File: src/rtl/spPkg.sv
package spPkg;

  typedef enum logic [1:0] {
    OP_PUSH = 2'd0,
    OP_POP  = 2'd1,
    OP_CALL = 2'd2,
    OP_RET  = 2'd3
  } stackOpE;

  // Strobes from control to datapath, one set per cycle
  typedef struct packed {
    logic inc;     // pre-increment, address is the incremented pointer
    logic dec;     // post-decrement, address is the current pointer
    logic wr;      // RAM write this cycle
    logic rd;      // RAM read this cycle
    logic hiByte;  // byte is the high half of a return address
  } spStrobeS;

endpackage

File: src/rtl/spControl.sv
module spControl
  import spPkg::*;
(
  input  logic     clk,
  input  logic     rstN,
  input  logic     opValid,
  input  stackOpE  opKind,
  output logic     opReady,
  output spStrobeS strobe
);

  typedef enum logic [1:0] {ST_IDLE, ST_CALL_HI, ST_RET_LO} ctlStateE;

  ctlStateE stateQ, stateNext;

  always_comb begin
    strobe    = '0;
    stateNext = stateQ;
    opReady   = (stateQ == ST_IDLE);
    case (stateQ)
      ST_IDLE: begin
        if (opValid) begin
          case (opKind)
            OP_PUSH: begin
              strobe.inc = 1'b1;
              strobe.wr  = 1'b1;
            end
            OP_POP: begin
              strobe.dec = 1'b1;
              strobe.rd  = 1'b1;
            end
            OP_CALL: begin
              strobe.inc = 1'b1;
              strobe.wr  = 1'b1;
              stateNext  = ST_CALL_HI;
            end
            default: begin
              strobe.dec    = 1'b1;
              strobe.rd     = 1'b1;
              strobe.hiByte = 1'b1;
              stateNext     = ST_RET_LO;
            end
          endcase
        end
      end
      ST_CALL_HI: begin
        strobe.inc    = 1'b1;
        strobe.wr     = 1'b1;
        strobe.hiByte = 1'b1;
        stateNext     = ST_IDLE;
      end
      ST_RET_LO: begin
        strobe.dec = 1'b1;
        strobe.rd  = 1'b1;
        stateNext  = ST_IDLE;
      end
      default: stateNext = ST_IDLE;
    endcase
  end

  always_ff @(posedge clk) begin
    if (!rstN) stateQ <= ST_IDLE;
    else       stateQ <= stateNext;
  end

  // an accepted call is followed by the high-byte write
  assert_call_second_R4: assert property (@(posedge clk) disable iff (!rstN)
    (opReady && opValid && opKind == OP_CALL) |=> (strobe.wr && strobe.hiByte && !opReady));

  // an accepted return is followed by the low-byte read
  assert_ret_second_R5: assert property (@(posedge clk) disable iff (!rstN)
    (opReady && opValid && opKind == OP_RET) |=> (strobe.rd && !strobe.hiByte && !opReady));

  // the busy window lasts exactly one cycle
  assert_busy_one_R12: assert property (@(posedge clk) disable iff (!rstN)
    !opReady |=> opReady);

endmodule

File: src/rtl/spDatapath.sv
module spDatapath
  import spPkg::*;
#(
  parameter int         PTR_W    = 11,     // 9..16
  parameter logic [7:0] SPL_ADDR = 8'h81,
  parameter logic [7:0] SPH_ADDR = 8'hB7,
  parameter logic [7:0] CFG_ADDR = 8'hAF,
  parameter logic [7:0] RESET_SP = 8'h07
) (
  input  logic             clk,
  input  logic             rstN,
  input  spStrobeS         strobe,
  input  logic [7:0]       sfrAddr,
  input  logic             sfrWrEn,
  input  logic [7:0]       sfrWrData,
  output logic [7:0]       sfrRdData,
  output logic [PTR_W-1:0] ramAddr,
  output logic             ramWr,
  output logic             ramRd,
  output logic             ramByteHigh
);

  localparam int HI_W = PTR_W - 8;
  localparam logic [PTR_W-1:0] ONE = PTR_W'(1);
  localparam logic [HI_W-1:0]  HI_ZERO = '0;

  logic [PTR_W-1:0] spQ, spNext, spInc, spDec, opNext, ptrBase;
  logic             extQ, xenQ, extNext;
  logic             splWr, sphWr, cfgWr;

  // Wrap rules: full-width arithmetic in extended mode, byte arithmetic otherwise
  always_comb begin
    if (extQ) begin
      spInc = spQ + ONE;
      spDec = spQ - ONE;
    end else begin
      spInc = {HI_ZERO, spQ[7:0] + 8'd1};
      spDec = {HI_ZERO, spQ[7:0] - 8'd1};
    end
  end

  assign splWr = sfrWrEn && (sfrAddr == SPL_ADDR);
  assign sphWr = sfrWrEn && (sfrAddr == SPH_ADDR) && extQ;
  assign cfgWr = sfrWrEn && (sfrAddr == CFG_ADDR);

  always_comb begin
    if (strobe.inc)      opNext = spInc;
    else if (strobe.dec) opNext = spDec;
    else                 opNext = spQ;

    // direct pointer writes win over the stack update
    if (splWr)      ptrBase = {spQ[PTR_W-1:8], sfrWrData};
    else if (sphWr) ptrBase = {sfrWrData[HI_W-1:0], spQ[7:0]};
    else            ptrBase = opNext;

    extNext = cfgWr ? sfrWrData[7] : extQ;
    spNext  = extNext ? ptrBase : {HI_ZERO, ptrBase[7:0]};
  end

  always_ff @(posedge clk) begin
    if (!rstN) begin
      spQ  <= {HI_ZERO, RESET_SP};
      extQ <= 1'b0;
      xenQ <= 1'b0;
    end else begin
      spQ  <= spNext;
      extQ <= extNext;
      if (cfgWr) xenQ <= sfrWrData[0];
    end
  end

  assign ramAddr     = strobe.inc ? spInc : spQ;
  assign ramWr       = strobe.wr;
  assign ramRd       = strobe.rd;
  assign ramByteHigh = strobe.hiByte;

  always_comb begin
    if (sfrAddr == SPL_ADDR)      sfrRdData = spQ[7:0];
    else if (sfrAddr == SPH_ADDR) sfrRdData = extQ ? {{(8-HI_W){1'b0}}, spQ[PTR_W-1:8]} : 8'h00;
    else if (sfrAddr == CFG_ADDR) sfrRdData = {extQ, 6'b0, xenQ};
    else                          sfrRdData = 8'h00;
  end

  // a push without a pointer write advances the low byte by one
  assert_push_step_R2: assert property (@(posedge clk) disable iff (!rstN)
    (strobe.inc && !splWr && !sphWr) |=> (spQ[7:0] == $past(spQ[7:0]) + 8'd1));

  // a pop without a pointer write retreats the low byte by one
  assert_pop_step_R3: assert property (@(posedge clk) disable iff (!rstN)
    (strobe.dec && !splWr && !sphWr) |=> (spQ[7:0] == $past(spQ[7:0]) - 8'd1));

  // never read and write in one cycle
  assert_rw_excl_R4: assert property (@(posedge clk) disable iff (!rstN)
    !(strobe.wr && strobe.rd));

  // upper bits are zero whenever extended mode is off
  assert_upper_clear_R11: assert property (@(posedge clk) disable iff (!rstN)
    !extQ |-> (spQ[PTR_W-1:8] == HI_ZERO));

  // a high-byte write in narrow mode changes nothing
  assert_sph_ignored_R8: assert property (@(posedge clk) disable iff (!rstN)
    (sfrWrEn && sfrAddr == SPH_ADDR && !extQ && !strobe.inc && !strobe.dec) |=> $stable(spQ));

  // a low-byte write lands regardless of a concurrent access
  assert_spl_priority_R10: assert property (@(posedge clk) disable iff (!rstN)
    splWr |=> (spQ[7:0] == $past(sfrWrData)));

endmodule

File: src/rtl/spUnit.sv
module spUnit
  import spPkg::*;
#(
  parameter int PTR_W = 11
) (
  input  logic             clk,
  input  logic             rstN,
  input  logic             opValid,
  input  logic [1:0]       opKind,
  output logic             opReady,
  input  logic [7:0]       sfrAddr,
  input  logic             sfrWrEn,
  input  logic [7:0]       sfrWrData,
  output logic [7:0]       sfrRdData,
  output logic [PTR_W-1:0] ramAddr,
  output logic             ramWr,
  output logic             ramRd,
  output logic             ramByteHigh
);

  spStrobeS strobe;

  spControl ctl_i (
    .clk     (clk),
    .rstN    (rstN),
    .opValid (opValid),
    .opKind  (stackOpE'(opKind)),
    .opReady (opReady),
    .strobe  (strobe)
  );

  spDatapath #(.PTR_W(PTR_W)) dp_i (
    .clk         (clk),
    .rstN        (rstN),
    .strobe      (strobe),
    .sfrAddr     (sfrAddr),
    .sfrWrEn     (sfrWrEn),
    .sfrWrData   (sfrWrData),
    .sfrRdData   (sfrRdData),
    .ramAddr     (ramAddr),
    .ramWr       (ramWr),
    .ramRd       (ramRd),
    .ramByteHigh (ramByteHigh)
  );

endmodule

File: config.mk
export PLATFORM = sky130hd
export DESIGN_NAME = spUnit
export DESIGN_NICKNAME = d
export VERILOG_FILES = /design/src/rtl/spPkg.sv /design/src/rtl/spControl.sv /design/src/rtl/spDatapath.sv /design/src/rtl/spUnit.sv
export SDC_FILE = /design/constraint.sdc
export NUM_CORES = 1
export LEC_CHECK = 0
export BUFFER_PORTS_ARGS = -buffer_cell sky130_fd_sc_hd__buf_2
export CAP_MARGIN = 20
export CORE_UTILIZATION = 35
export CTS_CLUSTER_DIAMETER = 30
export DETAILED_ROUTE_END_ITERATION = 12
export GPL_TIMING_DRIVEN = 1
export PLACE_DENSITY = 0.63
export SETUP_SLACK_MARGIN = 0.1
export SYNTH_ARGS = -nofsm -noshare
export SYNTH_HDL_FRONTEND = slang
export SYNTH_SLANG_ARGS = --single-unit
File: constraint.sdc
create_clock -name clk -period 2.4 [get_ports clk]
set_input_delay 0.12 -clock clk [delete_from_list [all_inputs] [get_ports clk]]
set_output_delay 0.12 -clock clk [all_outputs]
set_load 0.05 [all_outputs]
==> Yosys cells after proc, flatten, opt, wreduce, memory -nomap -nowiden <==
Index checks and enable logic that the tools add are counted.
Widths: inputs -> output; s select.
{ "totals": {"input_bits": 22, "elab_cells": 54, "register_bits": 15, "output_inout_bits": 23} }
{ "op_classes": {"n_eq_ne": 7, "n_reduce_logical": 14, "n_bitwise": 2, "addsub": 4, "n_mux": 22} }
{ "op_table": {"columns": ["op", "n"], "rows": [
  ["$mux 11", 7],
  ["$eq 8x8->1 const B", 3],
  ["$mux 8", 3],
  ["$add 11x1->11 const B", 1],
  ["$sub 11x1->11 const B", 1],
  ["$pmux 1 s2", 5],
  ["$add 8x1->8 const B", 1],
  ["$reduce_and 2->1", 4],
  ["$sub 8x1->8 const B", 1],
  ["$mux 5", 1],
  ["$eq 2x1->1 const B", 2],
  ["$eq 2x2->1 const B", 2],
  ["$logic_and 1x1->1", 4],
  ["$logic_not 2->1", 2],
  ["$mux 1", 4],
  ["$pmux 2 s2", 1],
  ["$reduce_or 2->1", 2],
  ["$mux 3", 1],
  ["$reduce_bool 3->1", 1],
  ["$reduce_or 3->1", 1],
  ["$not 1->1", 2]
]} }

==> Longest topological paths before layout <==
Gate-level depths: netlist (run 1).
{ "logic_depth": {"ltp_word": 9, "depth_mapped": 8, "mapped_depth_nobuf": 7} }

==> By module <==
From an unflattened synthesis (run 1), not the netlist that was laid out.
{ "unflattened": {"hier_cells": 200, "hier_area_um2": 1621.6} }
{ "by_module_without_submodules": {"columns": ["mod", "cells_each", "n_inst", "area_each_um2", "seq_area_each_um2"], "rows": [
  ["spDatapath", 184, 1, 1493.9, 260.2],
  ["spControl", 16, 1, 127.6, 40.0]
]} }

==> Least setup slack after synthesis (run 1) <==
No wires, ideal clock.
{ "synth_timing": {"path_type": "reg2out", "from": "register ctl_i.stateQ[0]", "to": "output port ramAddr[1]", "path_buffers": 1, "arrival_ps": 2091, "slack_ps": 189, "t_required_ps": 2280, "path_stages_with_launch": 5, "cell_sequence": "dfxtp_1 buf_2 o21ai_4 inv_2 o21ai_0"} }
{ "synth_between": {"elab_chain_cells": 3, "word_cells_on_any_way": 4, "cone_classes": "1 x eq/ne; 2 x mux; 1 x reduce/logical"} }
{ "synth_rtl": {"columns": ["element", "line_no", "source"], "rows": [
  ["from (decl)", "spControl.sv:14", "ctlStateE stateQ, stateNext;"],
  ["from (signal assigned)", "spControl.sv:63", "else stateQ <= stateNext;"],
  ["$eq 2x1->1 / $logic_not 2->1 (equally long branches)", "spControl.sv:20", "case (stateQ)"],
  ["$pmux 1 s2 (*)", "spControl.sv:20", null],
  ["$mux 11 (*)", "spDatapath.sv:72", "assign ramAddr = strobe.inc ? spInc : spQ;"],
  ["to (decl)", "spUnit.sv:15", "output logic [PTR_W-1:0] ramAddr,"]
]} }
Mark *: on every way between the ends. The rest lies on a longest branch, timed or not.

==> Worst setup path after layout (run 1) <==
{ "layout_timing": {"from": "register dp_i.spQ[4]", "to": "output port ramAddr[7]"} }
{ "layout_between": {"elab_chain_cells": 3, "word_cells_on_any_way": 4, "cone_classes": "2 x add/sub; 2 x mux"} }
{ "layout_rtl": {"columns": ["element", "line_no", "source"], "rows": [
  ["from (decl)", "spDatapath.sv:27", "logic [PTR_W-1:0] spQ, spNext, spInc, spDec, opNext, ptrBase;"],
  ["from (signal assigned)", "spDatapath.sv:62", "spQ <= {HI_ZERO, RESET_SP};"],
  ["from (signal assigned)", "spDatapath.sv:66", "spQ <= spNext;"],
  ["$add 11x1->11 / $add 8x1->8 (equally long branches)", "spDatapath.sv:34, spDatapath.sv:37", null],
  ["$mux 11 (*)", "spDatapath.sv:33", "if (extQ) begin"],
  ["$mux 11 (*)", "spDatapath.sv:72", null]
]} }
Marks and branches as above.

==> metrics.txt, run 1 <==
outcome finished clean; vias in the first global route ~1.4k; 1st-iter DRT viols around 120; nature of the critical path endpoint output port; Peak Freq 460 MHz; # IOs 45; VDD IR max 0.000360 V; Hold Fails Final Rpt 0; Area Growth Syn to Fin 22.4%; hold worst-path end ctl_i.stateQ[0]; Post-synth EDFFs 0; #FFs+latches synth 15; Core Area ~0.0038 mm²; met1 wire length about 1900 µm; reg2reg setup slack 0.46 ns; top sig layer met4; cell count after synthesis about 190; WP data arrival between 2 and 2.5 ns; wire length on met3 between 200 and 250 µm; GPL Wtd Cong approximately 0.87; Die Span Y between 60 and 70 µm; Hold WC Path Type in -> reg; number of hold buffers added after cts 0; Setup WS post-layout ~0.23 ns; skew final roughly 0.0020 ns; fin crit share slightly above 90%; htree depth 1; Root Buffer clkbuf_8; Total Routing Usage GR between 10% and 20%; layout cell share with drive strength beyond 1 29.9%; critical path class reg -> out; via count 1532; largest net degree at the start of global routing 17; initial antenna violation count 0; Seq/Total Area, Yosys between 20% and 30%; number of routed nets with antenna violations 0; Final setup viols 0; Rows 22; CTS max path bufs 2; ys flop type dfxtp_1; Pwr Density roughly 430 mW/mm²; filler cell count in the final layout 410; synthesized area roughly 0.0014 mm²; Clock Sinks 15; Yosys cell types 48; fin nets between 200 and 300; min cycle time layout roughly 2.2 ns; clk slew on worst S/H paths 0.06 ns; Residual DRC 0; WL/cell approximately 14 µm; Mapped Avg Cell Area around 7.3 µm²; RR Endpoint dp_i.spQ[7]; hold path start opKind[0]; grt total ovfl 0; worst r2r src dp_i.spQ[4]; worst path required time ~2.3 ns; RSZ-0062 raised after global routing true; TritonCTS Buffers 3; Initial Util a little under two fifths; Slew Viols, Final 0; DP HPWL ~3100 µm; Post-synth ARST share 0%; # port buffers 44; LEAKAGE between 0.0007 and 0.0008 µW; first-pass GRT wire length about 6400 µm; met2 WL ~1700 µm; max_cap viols 0; Critical Path Source Type flip-flop; Warnings, synthesis 0; CTS tree yes; hold depth 2; syn nets 216; vias per cell approximately 5.4; worst slack, placed 0.366 ns; first-pass iteration count of the detailed router 4; crit path max fanout 8; Tot Pwr approximately 740 µW; die width 65.5 µm; worst r2r path cells 6; final WL just under 4000 µm; Tightest Pin Transition a little under 0.5 ns; Total Neg Setup Slack 0 ns; Clk Latency, worst-skew pair between 0.2 and 0.3 ns; Die ar. approximately 0.0043 mm²; Ant. Diodes 0; Slew HR between 60% and 70%
-- flip-flops by register name (all words and copies together) (netlist names) --
register	cells
dp_i.extQ	1
dp_i.xenQ	1
ctl_i.stateQ	2
dp_i.spQ	11
-- routing by layer --
metal,vias up,GRT usage (%)
li1,781,-
met2,47,32.0
met1,702,26.2
met3,2,3.82
met4,0,2.45
met5,-,0
-- what timing repair did --
action	4_1_cts	5_1_grt
endpoints found under the setup margin	0	2
endpoints found under the hold margin	0	0
resized for setup	0	5
setup buffers	0	0
-- cells by family after synthesis --
kind of cell	after synthesis	synth area share (%)
simple gates	95	36.3
compound gates	41	22.3
buf+inv	19	5.50
xor+xnor	15	9.32
flops	15	21.3
mux	5	3.55
fa+ha+maj	2	1.77
-- cells in the mapped netlist (2+ instances only) --
cell      count  area share [%]
nand3_1      16             5.7
ha_1          2             1.8
nand2b_1      6             2.7
o21ai_1       5             1.8
o211ai_1      6             3.2
inv_1         8             2.1
a22oi_1       4             2.1
nand2_1      21             5.6
xor2_1        4             2.5
a21boi_1      2             1.1
buf_2         5             1.8
xnor2_1      11             6.8
nor4_2        2             1.8
a21oi_1       3             1.1
nor3_1        7             2.5
nor2_1       19             5.1
o22ai_1       5             2.2
dfxtp_1      15              21
clkbuf_1      4             1.1
a22o_1        2             1.2
nand4_1       4             1.8
mux2i_1       5             3.5
nor2b_1       2            0.89
and3_1        5             2.2
inv_2         2            0.53
or3_1         2            0.89
a21oi_2       3             1.9
a32oi_1       2             1.2
-- stage by stage --
stage          hold slack (ns)  utilization (%)  cells  area (µm²)
2_1_floorplan            0.192                -    192        1410
3_3_place_gp             0.362             44.4    278        1670
3_5_place_dp             0.362             44.4    278        1670
4_1_cts                  0.106             45.6    282        1720
5_1_grt                  0.113             45.8    282        1730
6_report                 0.114             45.8    282        1730
-- report_power, final --
part           switching, µW  internal (µW)
Combinational            160           81.0
Clock                   90.5            118
Sequential              25.6            261
Total                    276            459
-- area by class of cell --
| class | instances | area [µm²] | share of cell area, % |
|---|---|---|---|
| clock buffer | 4 | 45.0 | 2.61 |
| inverter | 10 | 37.5 | 2.18 |
| multi-input combinational | 158 | 1030 | 60.0 |
| sequential | 15 | 305 | 17.7 |
| tap | 48 | 60.1 | 3.48 |
| timing repair buffer | 47 | 243 | 14.1 |
-- how the worst max path moves through the flow --
stage | start | to | slack [ns] | depth (start not counted)
after CTS | dp_i.spQ[0] | ramAddr[10] | 0.11 | 7
final | dp_i.spQ[4] | ramAddr[7] | 0.23 | 5
after floorplan | ctl_i.stateQ[0] | ramAddr[1] | 0.19 | 4
after detailed placement | dp_i.spQ[2] | dp_i.spQ[7] | 0.37 | 6
after global placement | dp_i.spQ[2] | dp_i.spQ[7] | 0.32 | 6
after global routing | dp_i.spQ[4] | ramAddr[7] | 0.06 | 5
-- layout by cell type (no fill, tap or decap), types with 5 or more instances in the layout --
cell and count:
and3_1 5, buf_2 44, dfxtp_1 11, inv_1 8, mux2i_1 5, nand2_1 21
nand2b_1 6, nand3_1 16, nor2_1 18, nor3_1 7, o211ai_1 6, o21ai_1 5
o22ai_1 5, xnor2_1 11
-- critical path, cell delays in order (launching register included) --
cell and delay (ns):
dfxtp_1 0.51, nand3_1 0.18, a2111oi_2 0.45, nand3_1 0.22, xnor2_1 0.16, buf_2 0.27
Note: power is estimated with default switching activity, not from simulation.
==> run 2: changes to the inputs <==
--- a/config.mk
+++ b/config.mk
@@ -8,6 +8,7 @@
 export BUFFER_PORTS_ARGS = -buffer_cell sky130_fd_sc_hd__buf_2
 export CAP_MARGIN = 20
 export CORE_UTILIZATION = 35
+export CTS_BUF_LIST = sky130_fd_sc_hd__clkbuf_2
 export CTS_CLUSTER_DIAMETER = 30
 export DETAILED_ROUTE_END_ITERATION = 12
 export GPL_TIMING_DRIVEN = 1
==> run 2 against run 1 <==
Register-to-register slack gained 0.09 ns. Setup slack gained 0.025 ns. Fmax grew 1.2%. Global-route usage shrank 0.11 points. Critical path depth is the same. Cell count grew 0.71%. Clock skew is essentially flat. First-iteration DRC count shrank 2.6%. Sequential share of layout area grew 0.28 points. Flip-flop and latch count is the same. Sequential power is essentially flat. Critical path type unchanged. Largest cell class unchanged. Largest power group unchanged. Highest routed layer is now met3.
==> metrics.txt, run 2 (synthesis results as in run 1) <==
worst path required time 2.28 ns; Die Span Y approximately 65 µm; Ant. Diodes 0; most frequent cells in the layout buf_2 (44), nand2_1 (21), nor2_1 (18); Crit path depth 5; htree depth 1; number of routed nets with antenna violations 0; Peak Freq 466 MHz; Initial Util 37.4%; Clock Sinks 15; VDD IR max 0.000236 V; met2 WL approximately 1800 µm; Total Neg Setup Slack 0 ns; Area Growth Syn to Fin 23.4%; Tightest Pin Transition between 0.4 and 0.5 ns; Total Routing Usage GR 19.2%; Hold WC Path Type in -> reg; largest reg by FF count dp_i.spQ; max reg flops 11; Crit path largest cell delay 0.50 ns; DP HPWL just over 3000 µm; crit-path cells nand3_1 > a2111oi_4 > nand3_1 > xnor2_1 > buf_2; Rows 22; WL/cell around 14 µm; 1st-iter DRT viols ~110; Regs by FF count dp_i.spQ x11, ctl_i.stateQ x2; CTS max path bufs 2; CP startpoint dp_i.spQ[2]; top sig layer met3; Clk Latency, worst-skew pair between 0.2 and 0.3 ns; die width around 65 µm; Slew HR 66.8%; Final setup viols 0; layout cell share with drive strength beyond 1 between 30% and 40%; Most Frequent Cell on Critical Path nand3_1; Residual DRC 0; nature of the critical path endpoint output port; Final Hold Slack 0.0431 ns; grt total ovfl 0; wire length on met3 approximately 280 µm; Core Area between 0.003 and 0.004 mm²; fin crit share 89.5%; RR Endpoint dp_i.spQ[7]; first-pass iteration count of the detailed router 4; vias per cell about 5.5; outcome finished clean; skew final around 0.0025 ns; CTS tree yes; RSZ-0062 raised after global routing false; Slowest-stage cell, CP dfxtp_2; GPL Wtd Cong 0.867; clk slew on worst S/H paths roughly 0.15 ns; Setup WS post-layout between 0.2 and 0.3 ns; # port buffers 44; worst slack, placed 0.366 ns; Setup crit end ramAddr[7]; vias in the first global route approximately 1.4k; reg2reg setup slack 0.55 ns; via count 1559; largest net degree at the start of global routing 17; Hold Fails Final Rpt 0; TritonCTS Buffers 3; LEAKAGE ~0.00074 µW; Root Buffer clkbuf_2; Slew Viols, Final 0; Final Util 46.2%; Bufs and invs on worst path 1; Pwr Density roughly 380 mW/mm²; worst r2r src dp_i.spQ[2]; fin nets 261; Die ar. roughly 0.0043 mm²; worst r2r path cells 6; # IOs 45; initial antenna violation count 0; first-pass GRT wire length 6430 µm; final WL 3880 µm; Tot Pwr approximately 660 µW; hold path start opKind[0]; WP data arrival roughly 2 ns; met1 wire length approximately 1800 µm; critical path class reg -> out; commonest non-fill, non-tap cell in the layout buf_2; crit path max fanout 12; Critical Path Source Type flip-flop; min cycle time layout approximately 2.1 ns; max_cap viols 0; top cell family by delay on the critical path flip-flops
[run 2: cell count changes in the layout (fill, tap and decap cells not counted), moves of 2 or more]
| cell | delta |
|---|---|
| dfxtp_4 | +2 |
| dfxtp_1 | -2 |
| clkbuf_2 | +4 |
| buf_4 | +2 |
| clkbuf_8 | -3 |
[run 2: area by class of cell]
cell class                 count  area, µm²
tap                           48       60.1
inverter                      10       37.5
fill                         416       2030
clock buffer                   4       20.0
sequential                    15        313
timing repair buffer          49        258
multi-input combinational    158       1050
[run 2: repair_timing]
action | CTS | global route
cloned | 0 | 0
endpoints found under the setup margin | 2 | 2
pin swaps | 0 | 1
buffers inserted | 0 | 2
hold buffers | 0 | 0
resized for setup | 3 | 8
[run 2: stage by stage]
| stage | area [µm²] | cells |
|---|---|---|
| floorplan | 1410 | 192 |
| global placement | 1670 | 278 |
| detailed placement | 1670 | 278 |
| CTS | 1700 | 282 |
| global route | 1740 | 284 |
| finish | 1740 | 284 |
[run 2: worst register-to-register path: stages (launching register included)]
cell       delay [ns]
dfxtp_2          0.50
nand3_1          0.20
a2111oi_4        0.37
nand3_1          0.22
and3_1           0.22
o211ai_1         0.17
nand2_1          0.08
[run 2: how the worst min path moves through the flow]
stage                       to  slack, ns  cells after the start
2_1_floorplan  ctl_i.stateQ[0]       0.19                      1
3_3_place_gp   ctl_i.stateQ[0]       0.36                      2
3_5_place_dp   ctl_i.stateQ[0]       0.36                      2
4_1_cts        ctl_i.stateQ[0]       0.03                      2
5_1_grt        ctl_i.stateQ[0]       0.02                      2
6_report       ctl_i.stateQ[0]       0.04                      2
[run 2: power breakdown]
group          internal, µW  leakage (µW)  total, µW  switching (µW)
registers               261      0.000123        286            25.3
logic                  81.9      0.000604        243             161
clock network          44.2     0.0000166        129            85.0
total                   387      0.000744        659             272
[run 2: metal layers]
| metal | track usage (%) | up-vias |
|---|---|---|
| met5 | 0 | - |
| met2 | 32.1 | 59 |
| met1 | 26.4 | 713 |
| met4 | 1.63 | 0 |
| li1 | - | 787 |
| met3 | 3.30 | 0 |
